`src/rtl/doorbell_mbox.sv`:
```
module doorbell_mbox #(
  parameter int NPORT = 2
) (
  input  logic               clk,
  input  logic               rst_n,
  input  logic [NPORT-1:0]   wr_en,
  input  logic [NPORT*8-1:0] wr_addr,
  input  logic [NPORT*32-1:0] wr_data,
  input  logic [7:0]         rd_addr,
  output logic [31:0]        rd_data,
  output logic [3:0]         irq_o,
  output logic [3:0]         fiq_o,
  output logic [15:0]        pend_o
);
  localparam int NCORE = 4;
  localparam int NMBX  = 4;
  localparam int NBOX  = NCORE * NMBX;
  localparam int DW    = 32;
  localparam int AW    = 8;

  logic [DW-1:0] mbox   [NBOX];
  logic [DW-1:0] set_m  [NBOX];
  logic [DW-1:0] clr_m  [NBOX];
  logic [7:0]    cfg    [NCORE];
  logic [7:0]    cfg_nx [NCORE];
  logic [NCORE-1:0] cfg_we;
  logic [NBOX-1:0]  nz;

  always_comb begin
    for (int i = 0; i < NBOX; i++) begin
      set_m[i] = '0;
      clr_m[i] = '0;
    end
    for (int c = 0; c < NCORE; c++) cfg_nx[c] = cfg[c];
    cfg_we = '0;
    for (int p = 0; p < NPORT; p++) begin
      logic [AW-1:0] a;
      logic [DW-1:0] d;
      a = wr_addr[p*AW +: AW];
      d = wr_data[p*DW +: DW];
      if (wr_en[p] && a[1:0] == 2'b00) begin
        if (a[7:6] == 2'b10)      set_m[a[5:2]] = set_m[a[5:2]] | d;
        else if (a[7:6] == 2'b11) clr_m[a[5:2]] = clr_m[a[5:2]] | d;
        else if (a[7:4] == 4'h5) begin
          cfg_we[a[3:2]] = 1'b1;
          cfg_nx[a[3:2]] = d[7:0];
        end
      end
    end
  end

  always_ff @(posedge clk or negedge rst_n) begin
    if (!rst_n) begin
      for (int i = 0; i < NBOX; i++) mbox[i] <= '0;
      for (int c = 0; c < NCORE; c++) cfg[c] <= '0;
    end else begin
      for (int i = 0; i < NBOX; i++) mbox[i] <= (mbox[i] & ~clr_m[i]) | set_m[i];
      for (int c = 0; c < NCORE; c++) if (cfg_we[c]) cfg[c] <= cfg_nx[c];
    end
  end

  genvar gi, gc;
  generate
    for (gi = 0; gi < NBOX; gi++) begin : g_box
      assign nz[gi]     = |mbox[gi];
      assign pend_o[gi] = nz[gi] & (cfg[gi/NMBX][gi%NMBX] | cfg[gi/NMBX][gi%NMBX+NMBX]);

      AST_SET_LANDS: assert property (@(posedge clk) disable iff (!rst_n)
        (set_m[gi] != '0) |=> ((mbox[gi] & $past(set_m[gi])) == $past(set_m[gi])));
      AST_CLR_LANDS: assert property (@(posedge clk) disable iff (!rst_n)
        (clr_m[gi] != '0) |=> ((mbox[gi] & $past(clr_m[gi] & ~set_m[gi])) == '0));
      AST_UNTOUCHED_HOLD: assert property (@(posedge clk) disable iff (!rst_n)
        1'b1 |=> (((mbox[gi] ^ $past(mbox[gi])) & ~$past(set_m[gi] | clr_m[gi])) == '0));
      AST_EMPTY_NOT_PEND: assert property (@(posedge clk) disable iff (!rst_n)
        (mbox[gi] == '0) |-> !pend_o[gi]);
    end
    for (gc = 0; gc < NCORE; gc++) begin : g_core
      assign irq_o[gc] = |(nz[gc*NMBX +: NMBX] & cfg[gc][NMBX-1:0]);
      assign fiq_o[gc] = |(nz[gc*NMBX +: NMBX] & cfg[gc][2*NMBX-1:NMBX]);

      AST_LINE_NEEDS_PEND: assert property (@(posedge clk) disable iff (!rst_n)
        (irq_o[gc] | fiq_o[gc]) |-> (pend_o[gc*NMBX +: NMBX] != '0));
      AST_CFG_NO_STRAY: assert property (@(posedge clk) disable iff (!rst_n)
        !cfg_we[gc] |=> $stable(cfg[gc]));
    end
  endgenerate

  always_comb begin
    rd_data = '0;
    if (rd_addr[1:0] == 2'b00) begin
      if (rd_addr[7:6] == 2'b11)     rd_data = mbox[rd_addr[5:2]];
      else if (rd_addr[7:4] == 4'h5) rd_data = {24'd0, cfg[rd_addr[3:2]]};
    end
  end
endmodule

```
`config.mk`:
```
export PLATFORM = sky130hd
export DESIGN_NAME = doorbell_mbox
export DESIGN_NICKNAME = d
export VERILOG_FILES = /design/src/rtl/doorbell_mbox.sv
export SDC_FILE = /design/constraint.sdc
export NUM_CORES = 2
export LEC_CHECK = 0
export ABC_CLOCK_PERIOD_IN_PS = 9200
export BUFFER_PORTS_ARGS = -buffer_cell sky130_fd_sc_hd__clkbuf_2
export CAP_MARGIN = 20
export CORE_MARGIN = 3
export CORE_UTILIZATION = 39
export CTS_BUF_LIST = sky130_fd_sc_hd__clkbuf_8
export DETAILED_ROUTE_END_ITERATION = 8
export PLACE_DENSITY_LB_ADDON = 0.15
export RECOVER_POWER = 25
export SLEW_MARGIN = 20
export SYNTH_ARGS = -nofsm -noshare
export SYNTH_HDL_FRONTEND = slang
export SYNTH_SLANG_ARGS = --single-unit
export TNS_END_PERCENT = 100
```
`constraint.sdc`:
```
create_clock -name clk -period 9.2 [get_ports clk]
set_clock_uncertainty 0.05 [all_clocks]
set_input_delay 1.84 -clock clk [delete_from_list [all_inputs] [get_ports clk]]
set_output_delay 1.84 -clock clk [all_outputs]
set_load 0.02 [all_outputs]
```
==> impl_metrics.prom <==
# TYPE chip_impl_metric gauge
chip_impl_info{name="outcome",value="finished with violations"} 1
chip_impl_info{name="violations",value="design-rule violations, max-capacitance violations, max-slew violations"} 1
chip_impl_metric{name="synth.net_count",unit=""} 4911
chip_impl_metric{name="synth_area",unit="mm2"} 0.04054
chip_impl_metric{name="pre_cts_slack",unit="ns"} 2.726
chip_impl_metric{name="number_of_port_buffers",unit=""} 147
chip_impl_metric{name="vias",unit=""} 49220
chip_impl_metric{name="timing.final.setup_violations",unit=""} 0
chip_impl_info{name="layout_common_cells",value="sky130_fd_sc_hd__nand2_1, sky130_fd_sc_hd__dfrtp_1, sky130_fd_sc_hd__a21oi_1"} 1
chip_impl_metric{name="post_cts_resized",unit=""} 0
chip_impl_metric{name="antenna_violating_nets_post_route",unit=""} 0
chip_impl_metric{name="hold_path_depth",unit=""} 2
chip_impl_metric{name="post_route_cells_drive_above_1_share",unit="%"} 18.33
chip_impl_metric{name="fillers",unit=""} 10070
chip_impl_metric{name="worst_skew_pair.late_latency",unit="ns"} 0.82
chip_impl_metric{name="critPathBufInv",unit=""} 2
chip_impl_metric{name="hold_violations",unit=""} 0
chip_impl_metric{name="cts_inserted_buffers",unit=""} 108
chip_impl_metric{name="final.setup.worst_slack",unit="ns"} 2.376
chip_impl_metric{name="clk_transition_reported_paths",unit="ns"} 0.07
chip_impl_metric{name="layout.nets",unit=""} 4841
chip_impl_metric{name="postRouteWirelength",unit="mm"} 275.1
chip_impl_metric{name="floorplan.rows",unit=""} 117
chip_impl_metric{name="post-cts-setup-buffers",unit=""} 0
chip_impl_metric{name="period_needed",unit="ns"} 6.824
chip_impl_metric{name="route.detailed.wl_per_inst",unit="um"} 44.22
chip_impl_metric{name="drt_pre_antenna_iters",unit=""} 9
chip_impl_metric{name="clock-sinks",unit=""} 544
chip_impl_metric{name="tightest_slew",unit="ns"} 5.939
chip_impl_metric{name="synth.ff_latch_count",unit=""} 544
chip_impl_metric{name="synth-seq-area-share",unit="%"} 33.58
chip_impl_info{name="holdCritPathClass",value="flop to flop"} 1
chip_impl_info{name="ctsRootBufferMaster",value="sky130_fd_sc_hd__clkbuf_8"} 1
chip_impl_metric{name="timing.fmax",unit="MHz"} 146.5
chip_impl_metric{name="vias_per_cell",unit=""} 7.912
chip_impl_metric{name="h-tree-depth",unit=""} 3
chip_impl_metric{name="gp_congestion",unit=""} 1.078
chip_impl_metric{name="period_share",unit="%"} 74.17
chip_impl_info{name="timing_worst_setup_path_type",value="primary input to asynchronous set/reset pin"} 1
chip_impl_metric{name="antenna_found_initial",unit=""} 23
chip_impl_metric{name="grt_first_pass_wirelength",unit="mm"} 373.1
chip_impl_metric{name="die-width",unit="um"} 328.4
chip_impl_metric{name="count_of_pins_on_the_block_boundary",unit=""} 148
chip_impl_metric{name="reg2regPathDepth",unit=""} 2
chip_impl_metric{name="synth_edf_count",unit=""} 0
chip_impl_metric{name="drv.max_cap_violation_count",unit=""} 1
chip_impl_metric{name="max-slew-margin-rel",unit="%"} -295.9
chip_impl_metric{name="critical_path_depth",unit=""} 2
chip_impl_info{name="worstPathCellList",value="clkbuf_1 -> clkbuf_2"} 1
chip_impl_metric{name="leakagePower",unit="nW"} 16.88
chip_impl_metric{name="grt_pass1_vias",unit=""} 43820
chip_impl_metric{name="arrival",unit="ns"} 7.51
chip_impl_info{name="tritoncts",value="yes"} 1
chip_impl_metric{name="post_synth_inst_count",unit=""} 4819
chip_impl_metric{name="die_height",unit="um"} 328.4
chip_impl_metric{name="powerDensity",unit="mW/mm2"} 163.5
chip_impl_metric{name="maximum_number_of_pins_on_one_net_before_global_route_repair",unit=""} 142
chip_impl_metric{name="critical_path.max_stage_delay",unit="ns"} 4.06
chip_impl_metric{name="effective_utilization_at_floorplan",unit="%"} 39.57
chip_impl_metric{name="synth_async_sr_flop_share",unit="%"} 100.0
chip_impl_metric{name="flow.area_growth_from_synthesis",unit="%"} 11.68
chip_impl_metric{name="area_of_all_sequential_standard_cells",unit="mm2"} 0.01361
chip_impl_metric{name="multiInputGateArea",unit="mm2"} 0.02494
chip_impl_metric{name="overflow",unit=""} 0
chip_impl_metric{name="cp_max_fo",unit=""} 88
chip_impl_metric{name="final_max_slew_viol_count",unit=""} 89
chip_impl_metric{name="finish.utilization",unit="%"} 44.19
chip_impl_info{name="layout_commonest_cell",value="sky130_fd_sc_hd__nand2_1"} 1
chip_impl_metric{name="ir_drop",unit="mV"} 0.1114
chip_impl_info{name="rsz0062_at_grt",value="no"} 1
chip_impl_metric{name="synthesis.area_per_instance",unit="um2"} 8.413
chip_impl_metric{name="total_die_area",unit="mm2"} 0.1079
chip_impl_metric{name="max-clock-path-buffers",unit=""} 3
chip_impl_metric{name="fin_tns_setup",unit="ns"} 0
chip_impl_metric{name="grtUsageTotal",unit="%"} 49.40
chip_impl_metric{name="coreArea",unit="mm2"} 0.1025
chip_impl_metric{name="synth.yosys.warnings",unit=""} 0
chip_impl_info{name="timing.critical_path.from_type",value="primary input"} 1
chip_impl_info{name="synth-main-ff-cell",value="sky130_fd_sc_hd__dfrtp_1"} 1
chip_impl_metric{name="drt_first_iter_violations",unit=""} 11120
chip_impl_info{name="timing.critical_path.to_type",value="asynchronous set/reset pin"} 1
chip_impl_metric{name="worstPathRequired",unit="ns"} 9.88
chip_impl_metric{name="place.detailed.hpwl",unit="mm"} 193.0
chip_impl_info{name="critPathSlowestCell",value="sky130_fd_sc_hd__clkbuf_1"} 1
chip_impl_metric{name="holdBufCountCts",unit=""} 0
chip_impl_metric{name="drt_drc_violations_left",unit=""} 26
chip_impl_info{name="top_cell_family_by_delay_on_the_critical_path",value="buffers and inverters"} 1
chip_impl_metric{name="ys_types",unit=""} 93
## flip-flops by register name, summed over array words and instances (netlist names)
name / cells
cfg: 32
mbox: 512
## cell usage after synthesis, types with 20 or more instances
master | number | area (um2)
sky130_fd_sc_hd__a31oi_1 | 98 | 613.1
sky130_fd_sc_hd__buf_1 | 35 | 131.4
sky130_fd_sc_hd__dfrtp_1 | 544 | 13610
sky130_fd_sc_hd__a211oi_1 | 68 | 510.5
sky130_fd_sc_hd__a22o_1 | 25 | 219.0
sky130_fd_sc_hd__a2bb2oi_1 | 20 | 175.2
sky130_fd_sc_hd__o22ai_1 | 59 | 369.1
sky130_fd_sc_hd__clkbuf_1 | 367 | 1378
sky130_fd_sc_hd__nand4_1 | 54 | 337.8
sky130_fd_sc_hd__nand2_1 | 852 | 3198
sky130_fd_sc_hd__o21ai_0 | 183 | 915.9
sky130_fd_sc_hd__mux4_2 | 168 | 3784
sky130_fd_sc_hd__nor3_1 | 44 | 220.2
sky130_fd_sc_hd__a221oi_1 | 35 | 306.5
sky130_fd_sc_hd__nor2b_1 | 30 | 187.7
sky130_fd_sc_hd__a22oi_1 | 167 | 1254
sky130_fd_sc_hd__a21boi_0 | 49 | 367.9
sky130_fd_sc_hd__o221ai_1 | 48 | 420.4
sky130_fd_sc_hd__nor4_1 | 131 | 819.5
sky130_fd_sc_hd__nor2_1 | 173 | 649.4
sky130_fd_sc_hd__buf_2 | 127 | 635.6
sky130_fd_sc_hd__nand3_1 | 284 | 1421
sky130_fd_sc_hd__a21oi_1 | 358 | 1792
sky130_fd_sc_hd__inv_1 | 46 | 172.7
sky130_fd_sc_hd__and3_1 | 21 | 131.4
sky130_fd_sc_hd__a222oi_1 | 31 | 310.3
sky130_fd_sc_hd__o211ai_1 | 337 | 2530
sky130_fd_sc_hd__a32oi_1 | 95 | 832.1
## metal layers
layer	vias to the layer above	part of all wire [%]	track usage, %
met5	-	0.068	0.3623
met2	5452	37	63.60
met1	24060	36	64.38
li1	18560	-	-
met4	22	7.8	29.79
met3	1122	18	25.93
## stage by stage
step / cell area [um2] / power [W] / instances / hold WS, ns
4_1_cts: 45210 / 0.007226 / 6202 / 0.5004
3_5_place_dp: 42900 / 0.004502 / 6007 / 0.4811
6_report: 45280 / 0.007401 / 6221 / 0.5063
3_3_place_gp: 42880 / 0.004510 / 6006 / 0.4693
2_1_floorplan: 40540 / 0.003677 / 4819 / 0.4168
5_1_grt: 45240 / 0.007493 / 6205 / 0.5338
## final timing paths
check | from | end | slack (ns)
worst min-delay path | mbox[290] | mbox[290] | 0.51
worst min register to register | mbox[290] | mbox[290] | 0.51
min in group asynchronous | rst_n | mbox[230] | 3.19
max in group clk | rd_addr[2] | rd_data[18] | 2.72
worst max-delay path | rst_n | mbox[248] | 2.38
worst max register to register | mbox[471] | mbox[471] | 7.68
## layout make-up
cell class | count | area share, %
diodes | 19 | 0.1050
clock buffers | 144 | 4.377
clock inverters | 51 | 0.7240
inverters | 47 | 0.3896
multi-input cells | 3676 | 55.07
flip-flops and latches | 544 | 30.06
well taps | 1368 | 3.780
repair buffers | 372 | 5.493
## cell families (layout without fill, tap and decap cells)
family,Yosys count,in the layout,synth area share [%]
other,0,19,0
and+or+nand+nor,1746,1746,20.60
AOI/OAI and AO/OA,1743,1743,29.81
xor gates and xnor gates,7,7,0.1883
muxes,180,180,9.628
DFF,544,544,33.58
buffers and inverters,599,614,6.197
## where the power goes
group / switching, W / internal (W) / leakage, nW / total, W
sequential: 0.000430 / 0.00261 / 7.33 / 0.00304
combinational: 0.00105 / 0.000528 / 8.25 / 0.00158
clock: 0.00130 / 0.00148 / 1.30 / 0.00278
total: 0.00278 / 0.00462 / 16.9 / 0.00740
No activity file was read; power rests on OpenSTA's default activity.
